==> src/rtl/lin_req_pkg.sv <==
package lin_req_pkg;
    localparam int unsigned DATA_W   = 32;
    localparam int unsigned ADDR_W   = 8;
    localparam int unsigned NUM_REQ  = 3;

    // field positions inside the 32-bit word
    localparam int unsigned POS_POL_BIT = 16;
    localparam int unsigned POS_POL_PAR = 17;
    localparam int unsigned POS_REQ_LO  = 18;

    // request indices, offset from POS_REQ_LO
    localparam int unsigned IDX_WKUP = 0;
    localparam int unsigned IDX_DISC = 1;
    localparam int unsigned IDX_TX   = 2;

    typedef enum logic {
        REQ_OFF = 1'b0,
        REQ_ON  = 1'b1
    } req_state_t;
endpackage

==> src/rtl/lin_req_cell.sv <==
module lin_req_cell
    import lin_req_pkg::*;
(
    input  logic clk,
    input  logic rst_n,
    input  logic set_i,
    input  logic clr_i,
    output logic req_o
);
    req_state_t state_q, state_d;

    always_comb begin
        state_d = state_q;
        unique case (state_q)
            REQ_OFF: if (set_i && !clr_i) state_d = REQ_ON;
            REQ_ON:  if (clr_i)           state_d = REQ_OFF;
            default:                      state_d = REQ_OFF;
        endcase
    end

    always_ff @(posedge clk) begin
        if (!rst_n) state_q <= REQ_OFF;
        else        state_q <= state_d;
    end

    always_comb begin
        req_o = (state_q == REQ_ON);
    end
endmodule

==> src/rtl/lin_policy_bits.sv <==
module lin_policy_bits (
    input  logic clk,
    input  logic rst_n,
    input  logic cfg_slave,
    input  logic load_i,
    input  logic bit_d,
    input  logic par_d,
    output logic pol_bit_o,
    output logic pol_par_o
);
    always_ff @(posedge clk) begin
        if (!rst_n) begin
            pol_bit_o <= cfg_slave;
            pol_par_o <= 1'b0;
        end else if (load_i) begin
            pol_bit_o <= bit_d;
            pol_par_o <= par_d;
        end
    end
endmodule

==> src/rtl/lin_req_decode.sv <==
module lin_req_decode
    import lin_req_pkg::*;
#(
    parameter logic [ADDR_W-1:0] REG_OFS = 8'h30
) (
    input  logic               cfg_slave,
    input  logic               mode_init,
    input  logic               mode_sleep,
    input  logic               bus_sel,
    input  logic               bus_we,
    input  logic [ADDR_W-1:0]  bus_addr,
    input  logic [DATA_W-1:0]  bus_wdata,
    input  logic               hdr_rcvd,
    input  logic               filt_match,
    input  logic               wkup_sent,
    input  logic               eng_idle,
    input  logic               xfer_done,
    input  logic               xfer_abort,
    input  logic               xfer_err,
    input  logic               hdr_tx_done,
    input  logic               dir_tx,
    output logic               pol_load_o,
    output logic               rd_hit_o,
    output logic [NUM_REQ-1:0] set_o,
    output logic [NUM_REQ-1:0] clr_o
);
    logic                wr_hit;
    logic [NUM_REQ-1:0]  w1s;

    always_comb begin
        wr_hit     = bus_sel && bus_we && (bus_addr == REG_OFS);
        rd_hit_o   = bus_sel && !bus_we && (bus_addr == REG_OFS);
        pol_load_o = wr_hit && mode_init;
        w1s        = wr_hit ? bus_wdata[POS_REQ_LO +: NUM_REQ] : '0;

        set_o[IDX_WKUP] = w1s[IDX_WKUP] && !mode_sleep;
        set_o[IDX_DISC] = w1s[IDX_DISC] && (!cfg_slave || (hdr_rcvd && !filt_match));
        set_o[IDX_TX]   = (w1s[IDX_TX] && cfg_slave && hdr_rcvd)
                       || (!cfg_slave && hdr_tx_done && dir_tx);

        clr_o[IDX_WKUP] = wkup_sent;
        clr_o[IDX_DISC] = eng_idle;
        clr_o[IDX_TX]   = xfer_done || xfer_abort || xfer_err;
    end
endmodule

==> src/rtl/lin_req_ctl_reg.sv <==
module lin_req_ctl_reg
    import lin_req_pkg::*;
#(
    parameter logic [ADDR_W-1:0] REG_OFS = 8'h30
) (
    input  logic              clk,
    input  logic              rst_n,
    input  logic              cfg_slave,
    input  logic              mode_init,
    input  logic              mode_sleep,
    input  logic              bus_sel,
    input  logic              bus_we,
    input  logic [ADDR_W-1:0] bus_addr,
    input  logic [DATA_W-1:0] bus_wdata,
    output logic [DATA_W-1:0] bus_rdata,
    input  logic              hdr_rcvd,
    input  logic              filt_match,
    input  logic              wkup_sent,
    input  logic              eng_idle,
    input  logic              xfer_done,
    input  logic              xfer_abort,
    input  logic              xfer_err,
    input  logic              hdr_tx_done,
    input  logic              dir_tx,
    input  logic              bit_err,
    input  logic              par_err,
    output logic              pol_bit_idle_o,
    output logic              pol_par_idle_o,
    output logic              req_wkup_o,
    output logic              req_discard_o,
    output logic              req_tx_o,
    output logic              bit_chk_en_o,
    output logic              goto_idle_o
);
    logic               pol_load;
    logic               rd_hit;
    logic [NUM_REQ-1:0] set_v, clr_v, req_v;

    lin_req_decode #(.REG_OFS(REG_OFS)) dec_i (
        .cfg_slave  (cfg_slave),
        .mode_init  (mode_init),
        .mode_sleep (mode_sleep),
        .bus_sel    (bus_sel),
        .bus_we     (bus_we),
        .bus_addr   (bus_addr),
        .bus_wdata  (bus_wdata),
        .hdr_rcvd   (hdr_rcvd),
        .filt_match (filt_match),
        .wkup_sent  (wkup_sent),
        .eng_idle   (eng_idle),
        .xfer_done  (xfer_done),
        .xfer_abort (xfer_abort),
        .xfer_err   (xfer_err),
        .hdr_tx_done(hdr_tx_done),
        .dir_tx     (dir_tx),
        .pol_load_o (pol_load),
        .rd_hit_o   (rd_hit),
        .set_o      (set_v),
        .clr_o      (clr_v)
    );

    lin_policy_bits pol_i (
        .clk      (clk),
        .rst_n    (rst_n),
        .cfg_slave(cfg_slave),
        .load_i   (pol_load),
        .bit_d    (bus_wdata[POS_POL_BIT]),
        .par_d    (bus_wdata[POS_POL_PAR]),
        .pol_bit_o(pol_bit_idle_o),
        .pol_par_o(pol_par_idle_o)
    );

    for (genvar g = 0; g < NUM_REQ; g++) begin : g_req
        lin_req_cell cell_i (
            .clk  (clk),
            .rst_n(rst_n),
            .set_i(set_v[g]),
            .clr_i(clr_v[g]),
            .req_o(req_v[g])
        );
    end

    always_comb begin
        req_wkup_o    = req_v[IDX_WKUP];
        req_discard_o = req_v[IDX_DISC];
        req_tx_o      = req_v[IDX_TX];
        bit_chk_en_o  = !req_v[IDX_WKUP];
        goto_idle_o   = (bit_err && bit_chk_en_o && pol_bit_idle_o)
                     || (par_err && pol_par_idle_o);
        bus_rdata     = '0;
        if (rd_hit) begin
            bus_rdata[POS_POL_BIT]               = pol_bit_idle_o;
            bus_rdata[POS_POL_PAR]               = pol_par_idle_o;
            bus_rdata[POS_REQ_LO +: NUM_REQ]     = req_v;
        end
    end
endmodule

==> config.mk <==
export PLATFORM = sky130hd
export DESIGN_NAME = lin_req_ctl_reg
export DESIGN_NICKNAME = d
export VERILOG_FILES = /design/src/rtl/lin_req_pkg.sv /design/src/rtl/lin_req_cell.sv /design/src/rtl/lin_policy_bits.sv /design/src/rtl/lin_req_decode.sv /design/src/rtl/lin_req_ctl_reg.sv
export SDC_FILE = /design/constraint.sdc
export NUM_CORES = 1
export LEC_CHECK = 0
export ABC_AREA = 1
export ABC_CLOCK_PERIOD_IN_PS = 1400
export CAP_MARGIN = 5
export CORE_MARGIN = 4
export CORE_UTILIZATION = 19
export DETAILED_ROUTE_END_ITERATION = 16
export GPL_TIMING_DRIVEN = 0
export PLACE_DENSITY_LB_ADDON = 0.12
export SKIP_LAST_GASP = 1
export SYNTH_ARGS = -nofsm -noshare
export SYNTH_HDL_FRONTEND = slang
export SYNTH_SLANG_ARGS = --single-unit
==> constraint.sdc <==
create_clock -name clk -period 1.4 [get_ports clk]
set_input_delay 0.42 -clock clk [delete_from_list [all_inputs] [get_ports clk]]
set_output_delay 0.42 -clock clk [all_outputs]
set_load 0.005 [all_outputs]
After elaboration in Yosys (flattened, before gate mapping). Index checks and enable logic that the tools add are counted.

Register bits: 5. Input port bits: 58. Output and inout port bits: 39. Word-level logic and storage cells: 54.

Eq/ne operators: 2. Muxes and demuxes: 13. Bitwise operators: 3. Reduce and logical (&&, ||, !) cells: 31.

Operator list (count): logical AND 1 bit (18); equality test 8 x 6 -> 1 bit (second input constant) (1); logical NOT 1 bit (8); 2-to-1 mux 1 bit (8); case mux 1 bit (2 select lines) (3); logical OR 1 bit (5); 2-to-1 mux 5 bit (1); 2-to-1 mux 3 bit (1); NOT 1 bit (3); inequality test 2 x 1 -> 1 bit (second input constant) (1).

Longest topological paths before layout. Gate-level depths: netlist (run 1).

Depth in word-level cells: 9. Gate-level depth with buffers: 8. Mapped depth without buffers: 8.

By module. Synthesis (run 1) repeated with hierarchy kept, for this count alone.

Cell total of the unflattened synthesis: 99. Area, all modules: 590.6 sq um.

By module, submodules not included: lin_req_ctl_reg (times used 1, cells an instance 42, area each 260.2 sq um, seq. area each 0.0 sq um); lin_req_decode (times used 1, cells an instance 30, area each 136.4 sq um, seq. area each 0.0 sq um); lin_req_cell (times used 3, cells an instance 5, area each 35.0 sq um, seq. area each 20.0 sq um); lin_policy_bits (times used 1, cells an instance 12, area each 88.8 sq um, seq. area each 50.0 sq um).

Worst setup path before layout (run 1). Ideal clock, no wire load.

Path kind: input to output. Start: input bus_addr[3]. End: output bus_rdata[16]. Data arrival time: 1.024 ns. Required time: 0.980 ns. Slack: -0.044 ns. Stages on the path: 5. Path buffers: 0. Path through: nor2_1 > nand2_1 > nor2_4 > nand3b_1 > nor2_1.

Cells in the longest elaborated chain, start to end: 3.

Ends and longest elaborated chain: from (decl) (RTL line lin_req_ctl_reg.sv:13) `input logic [ADDR_W-1:0] bus_addr,`; equality test 8 x 6 -> 1 bit (RTL line lin_req_decode.sv:32) `rd_hit_o = bus_sel && !bus_we && (bus_addr == REG_OFS);`; logical AND 1 bit (RTL line lin_req_decode.sv:32); 2-to-1 mux 5 bit (RTL line lin_req_ctl_reg.sv:91) `if (rd_hit) begin`; to (decl) (RTL line lin_req_ctl_reg.sv:15) `output logic [DATA_W-1:0] bus_rdata,`.

Every way passes these cells.

Final worst setup path (run 1).
Start: input bus_addr[1]. End: output bus_rdata[20].

The elaborated chain is that of the path after synthesis.

==> impl_metrics.env, run 1 <==
export IMPL_max_freq_mhz=562
export IMPL_cp_start_kind="input port"
export IMPL_ys_ff_latch=5
export IMPL_synth_cell_type_count=15
export IMPL_rsz0062_at_grt="yes"
export IMPL_whs_ns=0.466
export IMPL_die_x_um=62.8
export IMPL_stdcell_count=198
export IMPL_h_tree_depth=1
export IMPL_clk_pin_slew_ns=0.04
export IMPL_regArea_um2=111
export IMPL_fin_setup_tns_ns=-1.51
export IMPL_wirelength_um=1640
export IMPL_drt_iter0_markers=23
export IMPL_antenna_left=0
export IMPL_drive_above_1_share_pct=37.1
export IMPL_cts_buffer_depth=2
export IMPL_failed_checks="setup timing"
export IMPL_post_route_min_period_ns=1.78
export IMPL_path_class="input port to primary output"
export IMPL_multi_input_area_um2=330
export IMPL_ir_drop_v=0.000173
export IMPL_setup_viol=6
export IMPL_clk_latency_ns=0.24
export IMPL_hpwl_um=1470
export IMPL_cts_sinks=5
export IMPL_coreArea_um2=2810
export IMPL_overflow=0
export IMPL_floorplan_initialDensity_pct=20.3
export IMPL_end_kind="primary output"
export IMPL_die_area_um2=3940
export IMPL_avgViaCountPerCell=3.39
export IMPL_finalPower_mw=0.519
export IMPL_io_pins=97
export IMPL_antenna_found_initial=0
export IMPL_layout_commonest_cell="buf_4"
export IMPL_slew_violations=0
export IMPL_design_area_um2=1190
export IMPL_avgSynthCellArea_um2=6.34
export IMPL_diodes=0
export IMPL_numPortBuffers=42
export IMPL_fin_skew_ns=0
export IMPL_reg2reg_depth=4
export IMPL_pwr_density_cell_nw_per_um2=437
export IMPL_first_global_vias=645
export IMPL_fin_crit_sh_pct=127
export IMPL_drcViolationCount=0
export IMPL_place_inst=189
export IMPL_nets=226
export IMPL_cap_violations=0
export IMPL_wl_per_cell_um=8.28
export IMPL_syn_inst=90
export IMPL_fillers=305
export IMPL_ctsRootBufferMaster="clkbuf_4"
export IMPL_rows=19
export IMPL_ys_warnings_count=0
export IMPL_vias=672
export IMPL_placed_cell_area_um2=1150
export IMPL_place_gp_congestion=0.648
export IMPL_place_ws_ns=-1.12
export IMPL_status="complete, but fails checks"
export IMPL_cts_buffers=3
export IMPL_hold_viol_final=0
export IMPL_hp_class="flop to flop"
export IMPL_grt_max_degree=8
export IMPL_arrival_ns=1.36
export IMPL_worst_hold_path_num_cells=2
export IMPL_crit_fanout=3
export IMPL_cts_tree="built"
export IMPL_synthesis_area_um2=571
export IMPL_die_y_um=62.8
export IMPL_required_ns=0.98
export IMPL_dr_pass1_iters=4
export IMPL_grt_total_usage_pct=8.42
export IMPL_setup_ws_ns=-0.379
export IMPL_grt_pass1_wl_um=2700
export IMPL_final_core_util_pct=42.3
export IMPL_postCtsHoldBufs=0
export IMPL_mostFrequentLayoutCells="buf_4, conb_1, clkdlybuf4s50_1"
export IMPL_ys_seq_area_share_pct=19.3
export IMPL_p_leak_nw=0.657
export IMPL_area_delta_synth_final_pct=108
## layer usage
| layer | up-vias | share of wire, % | global-route usage, % |
|---|---|---|---|
| met4 | 0 | 0 | 4.13 |
| met2 | 46 | 44 | 13.2 |
| met3 | 0 | 13 | 3.42 |
| li1 | 369 | - | - |
| met5 | - | 0 | 0 |
| met1 | 257 | 43 | 9.89 |
## flip-flops by register name, indices dropped and copies added, names as in the netlist
| register | count |
|---|---|
| pol_i.pol_par_o | 1 |
| g_req.cell_i.req_o | 3 |
| pol_i.pol_bit_o | 1 |
## synthesized netlist by cell type, drive strengths merged
library cell | instances | area [µm²]
buf | 27 | 203
inv | 16 | 60.1
nor2 | 16 | 67.6
nand2 | 12 | 45.0
nand3 | 5 | 30.0
dfxtp | 4 | 80.1
a21oi | 3 | 15.0
nand3b | 2 | 15.0
a32o | 1 | 10.0
conb | 1 | 3.75
edfxtp | 1 | 30.0
nand4 | 1 | 6.26
o21ai | 1 | 5.00
## final cells by class
type	instances	share of cell area, %
flip-flops and latches	5	9.39
multi-input cells	68	27.8
well taps	31	3.27
clock buffers	4	2.22
repair buffers	47	35.1
plain buffers	27	17.1
inverters	16	5.06
## worst paths after layout
path	slack [ns]	start	endpoint
worst max-delay path	-0.38	bus_addr[1]	bus_rdata[20]
worst min-delay path	0.47	g_req[1].cell_i.req_o	g_req[1].cell_i.req_o
worst max register to register	0.75	g_req[2].cell_i.req_o	g_req[2].cell_i.req_o
worst min register to register	0.47	g_req[1].cell_i.req_o	g_req[1].cell_i.req_o
## where the power goes
group / internal, mW / leakage (nW) / switching [mW]
clock network: 0.108 / 0.0150 / 0.0560
registers: 0.151 / 0.0425 / 0.00184
logic: 0.134 / 0.600 / 0.0682
total: 0.393 / 0.657 / 0.126
## worst max-delay path: stages
cell	delay, ns
buf_6	0.09
nor2_4	0.09
nand2_2	0.06
nor2_4	0.11
nand3b_1	0.13
buf_4	0.17
buf_6	0.10
nor2_1	0.07
buf_2	0.11
## what timing repair did
action,CTS,global route
resized for setup,71,6
setup buffers,5,0
pin swaps,14,11
endpoints found under the setup margin,13,6
## logic make-up (layout without fill, tap and decap cells)
group | count (synthesis) | count (layout) | share of synthesized area [%]
buffers and inverters | 43 | 94 | 46.1
other | 1 | 27 | 0.657
and+or+nand+nor | 36 | 36 | 28.7
DFF | 5 | 5 | 19.3
AOI/OAI and AO/OA | 5 | 5 | 5.26
Power figures use the tool's default switching activity.
==> run 2, diff against run 1 <==
Settings changed: SKIP_LAST_GASP 1 to not set, SLEW_MARGIN set to 20.
==> run 2 against run 1 <==
The flow still finishes with violations (setup timing). Highest routed layer unchanged. Sequential share of layout area unchanged. Largest power group unchanged. Power about the same. Non-clock buffer count unchanged. Critical endpoint unchanged. Routed wire length about the same. Critical path depth unchanged. Sequential power about the same. Combinational power about the same.
==> impl_metrics.env, run 2 (synthesis gave the netlist of run 1 again) <==
export IMPL_failed_checks="setup timing"
export IMPL_first_global_vias=648
export IMPL_numPortBuffers=42
export IMPL_grt_max_degree=8
export IMPL_rows=19
export IMPL_cts_sinks=5
export IMPL_path_class="input port to primary output"
export IMPL_antenna_left=0
export IMPL_ir_drop_v=0.000173
export IMPL_floorplan_initialDensity_pct=20.3
export IMPL_area_delta_synth_final_pct=108
export IMPL_switching_power_mw=0.126
export IMPL_stdcell_count=198
export IMPL_dr_pass1_iters=4
export IMPL_status="complete, but fails checks"
export IMPL_h_tree_depth=1
export IMPL_die_area_um2=3940
export IMPL_slew_violations=0
export IMPL_rsz0062_at_grt="yes"
export IMPL_fin_setup_tns_ns=-1.51
export IMPL_overflow=0
export IMPL_fin_crit_sh_pct=127
export IMPL_cts_buffers=3
export IMPL_ctsRootBufferMaster="clkbuf_4"
export IMPL_cpPeakStageDelay_ns=0.17
export IMPL_io_pins=97
export IMPL_post_route_min_period_ns=1.78
export IMPL_die_y_um=62.8
export IMPL_vias=674
export IMPL_clk_pin_slew_ns=0.04
export IMPL_arrival_ns=1.36
export IMPL_drt_iter0_markers=19
export IMPL_netSwitchingFraction_pct=24.3
export IMPL_hpwl_um=1470
export IMPL_finalPower_mw=0.519
export IMPL_largest_reg_flops=3
export IMPL_setup_viol=6
export IMPL_design_area_um2=1190
export IMPL_antenna_found_initial=0
export IMPL_power_frac_seq_pct=29.5
export IMPL_p_leak_nw=0.657
export IMPL_setup_ws_ns=-0.379
export IMPL_clk_latency_ns=0.24
export IMPL_die_x_um=62.8
export IMPL_max_freq_mhz=562
export IMPL_grt_total_usage_pct=8.46
export IMPL_cts_buffer_depth=2
export IMPL_drcViolationCount=0
export IMPL_placed_cell_area_um2=1150
export IMPL_clockPowerShare_pct=31.5
export IMPL_place_gp_congestion=0.648
export IMPL_grt_pass1_wl_um=2720
export IMPL_required_ns=0.98
export IMPL_cap_violations=0
export IMPL_hold_viol_final=0
export IMPL_postCtsHoldBufs=0
export IMPL_cts_tree="built"
export IMPL_hp_class="flop to flop"
export IMPL_slowest_stage="buf_4"
export IMPL_nets=226
export IMPL_internal_power_mw=0.393
export IMPL_crit_fanout=3
export IMPL_layout_commonest_cell="buf_4"
export IMPL_end_kind="primary output"
export IMPL_cp_num_buf_inv=4
export IMPL_mostFrequentLayoutCells="buf_4, conb_1, clkdlybuf4s50_1"
export IMPL_place_inst=189
export IMPL_cp_cell_sequence="buf_6 -> nor2_4 -> nand2_2 -> nor2_4 -> nand3b_1 -> buf_4 -> buf_6 -> nor2_1 -> buf_2"
export IMPL_drive_above_1_share_pct=37.1
export IMPL_wirelength_um=1640
export IMPL_fin_skew_ns=0
export IMPL_wl_per_cell_um=8.28
export IMPL_cp_start_kind="input port"
export IMPL_p_comb_share_pct=39.0
export IMPL_coreArea_um2=2810
export IMPL_place_ws_ns=-1.12
export IMPL_avgViaCountPerCell=3.40
export IMPL_path_delay_family="buffers and inverters"
export IMPL_diodes=0
export IMPL_pwr_density_cell_nw_per_um2=437
run 2: final timing paths:
check / endpoint / cells after the start / startpoint / slack [ns]
setup / recovery: bus_rdata[20] / 9 / bus_addr[1] / -0.38
hold / removal: g_req[1].cell_i.req_o / 2 / g_req[1].cell_i.req_o / 0.47
setup reg to reg: g_req[2].cell_i.req_o / 4 / g_req[2].cell_i.req_o / 0.75
hold reg to reg: g_req[1].cell_i.req_o / 2 / g_req[1].cell_i.req_o / 0.47
run 2: per-layer routing:
layer / track usage [%] / routed length (µm)
met5: 0 / 0
met4: 4.13 / 0
met3: 3.60 / 220
met2: 13.2 / 725
met1: 9.89 / 695
run 2: through the flow:
stage	utilization [%]	hold WS, ns
CTS	41.7	0.468
global route	42.3	0.494
finish	42.3	0.466
detailed placement	41.0	0.464
floorplan	-	0.462
global placement	41.0	0.456
run 2: power by group through the flow:
stage | clock network (mW) | logic, mW | registers [mW]
3_5_place_dp | 0 | 0.206 | 0.156
6_report | 0.164 | 0.202 | 0.153
4_1_cts | 0.170 | 0.197 | 0.153
5_1_grt | 0.182 | 0.223 | 0.153
3_3_place_gp | 0 | 0.204 | 0.156
2_1_floorplan | 0 | 0.101 | 0.156
run 2: area by class of cell:
| class | count | area [µm²] |
|---|---|---|
| Fill cell | 305 | 1620 |
| Timing Repair Buffer | 47 | 417 |
| Multi-Input combinational cell | 68 | 330 |
| Buffer | 27 | 203 |
| Sequential cell | 5 | 111 |
| Inverter | 16 | 60.1 |
| Tap cell | 31 | 38.8 |
| Clock buffer | 4 | 26.3 |
run 2: worst reg2reg max path, stage by stage, from the launching register on:
cell and delay [ns]:
dfxtp_1 0.32, inv_1 0.05, nand2_1 0.06, inv_1 0.04, a21oi_1 0.12
run 2: what timing repair did:
| action | 4_1_cts | 5_1_grt |
|---|---|---|
| buffers inserted | 5 | 0 |
| gates resized for setup | 73 | 4 |
| pin swaps | 14 | 11 |
| endpoints found under the setup margin | 13 | 6 |
| gates cloned | 0 | 0 |
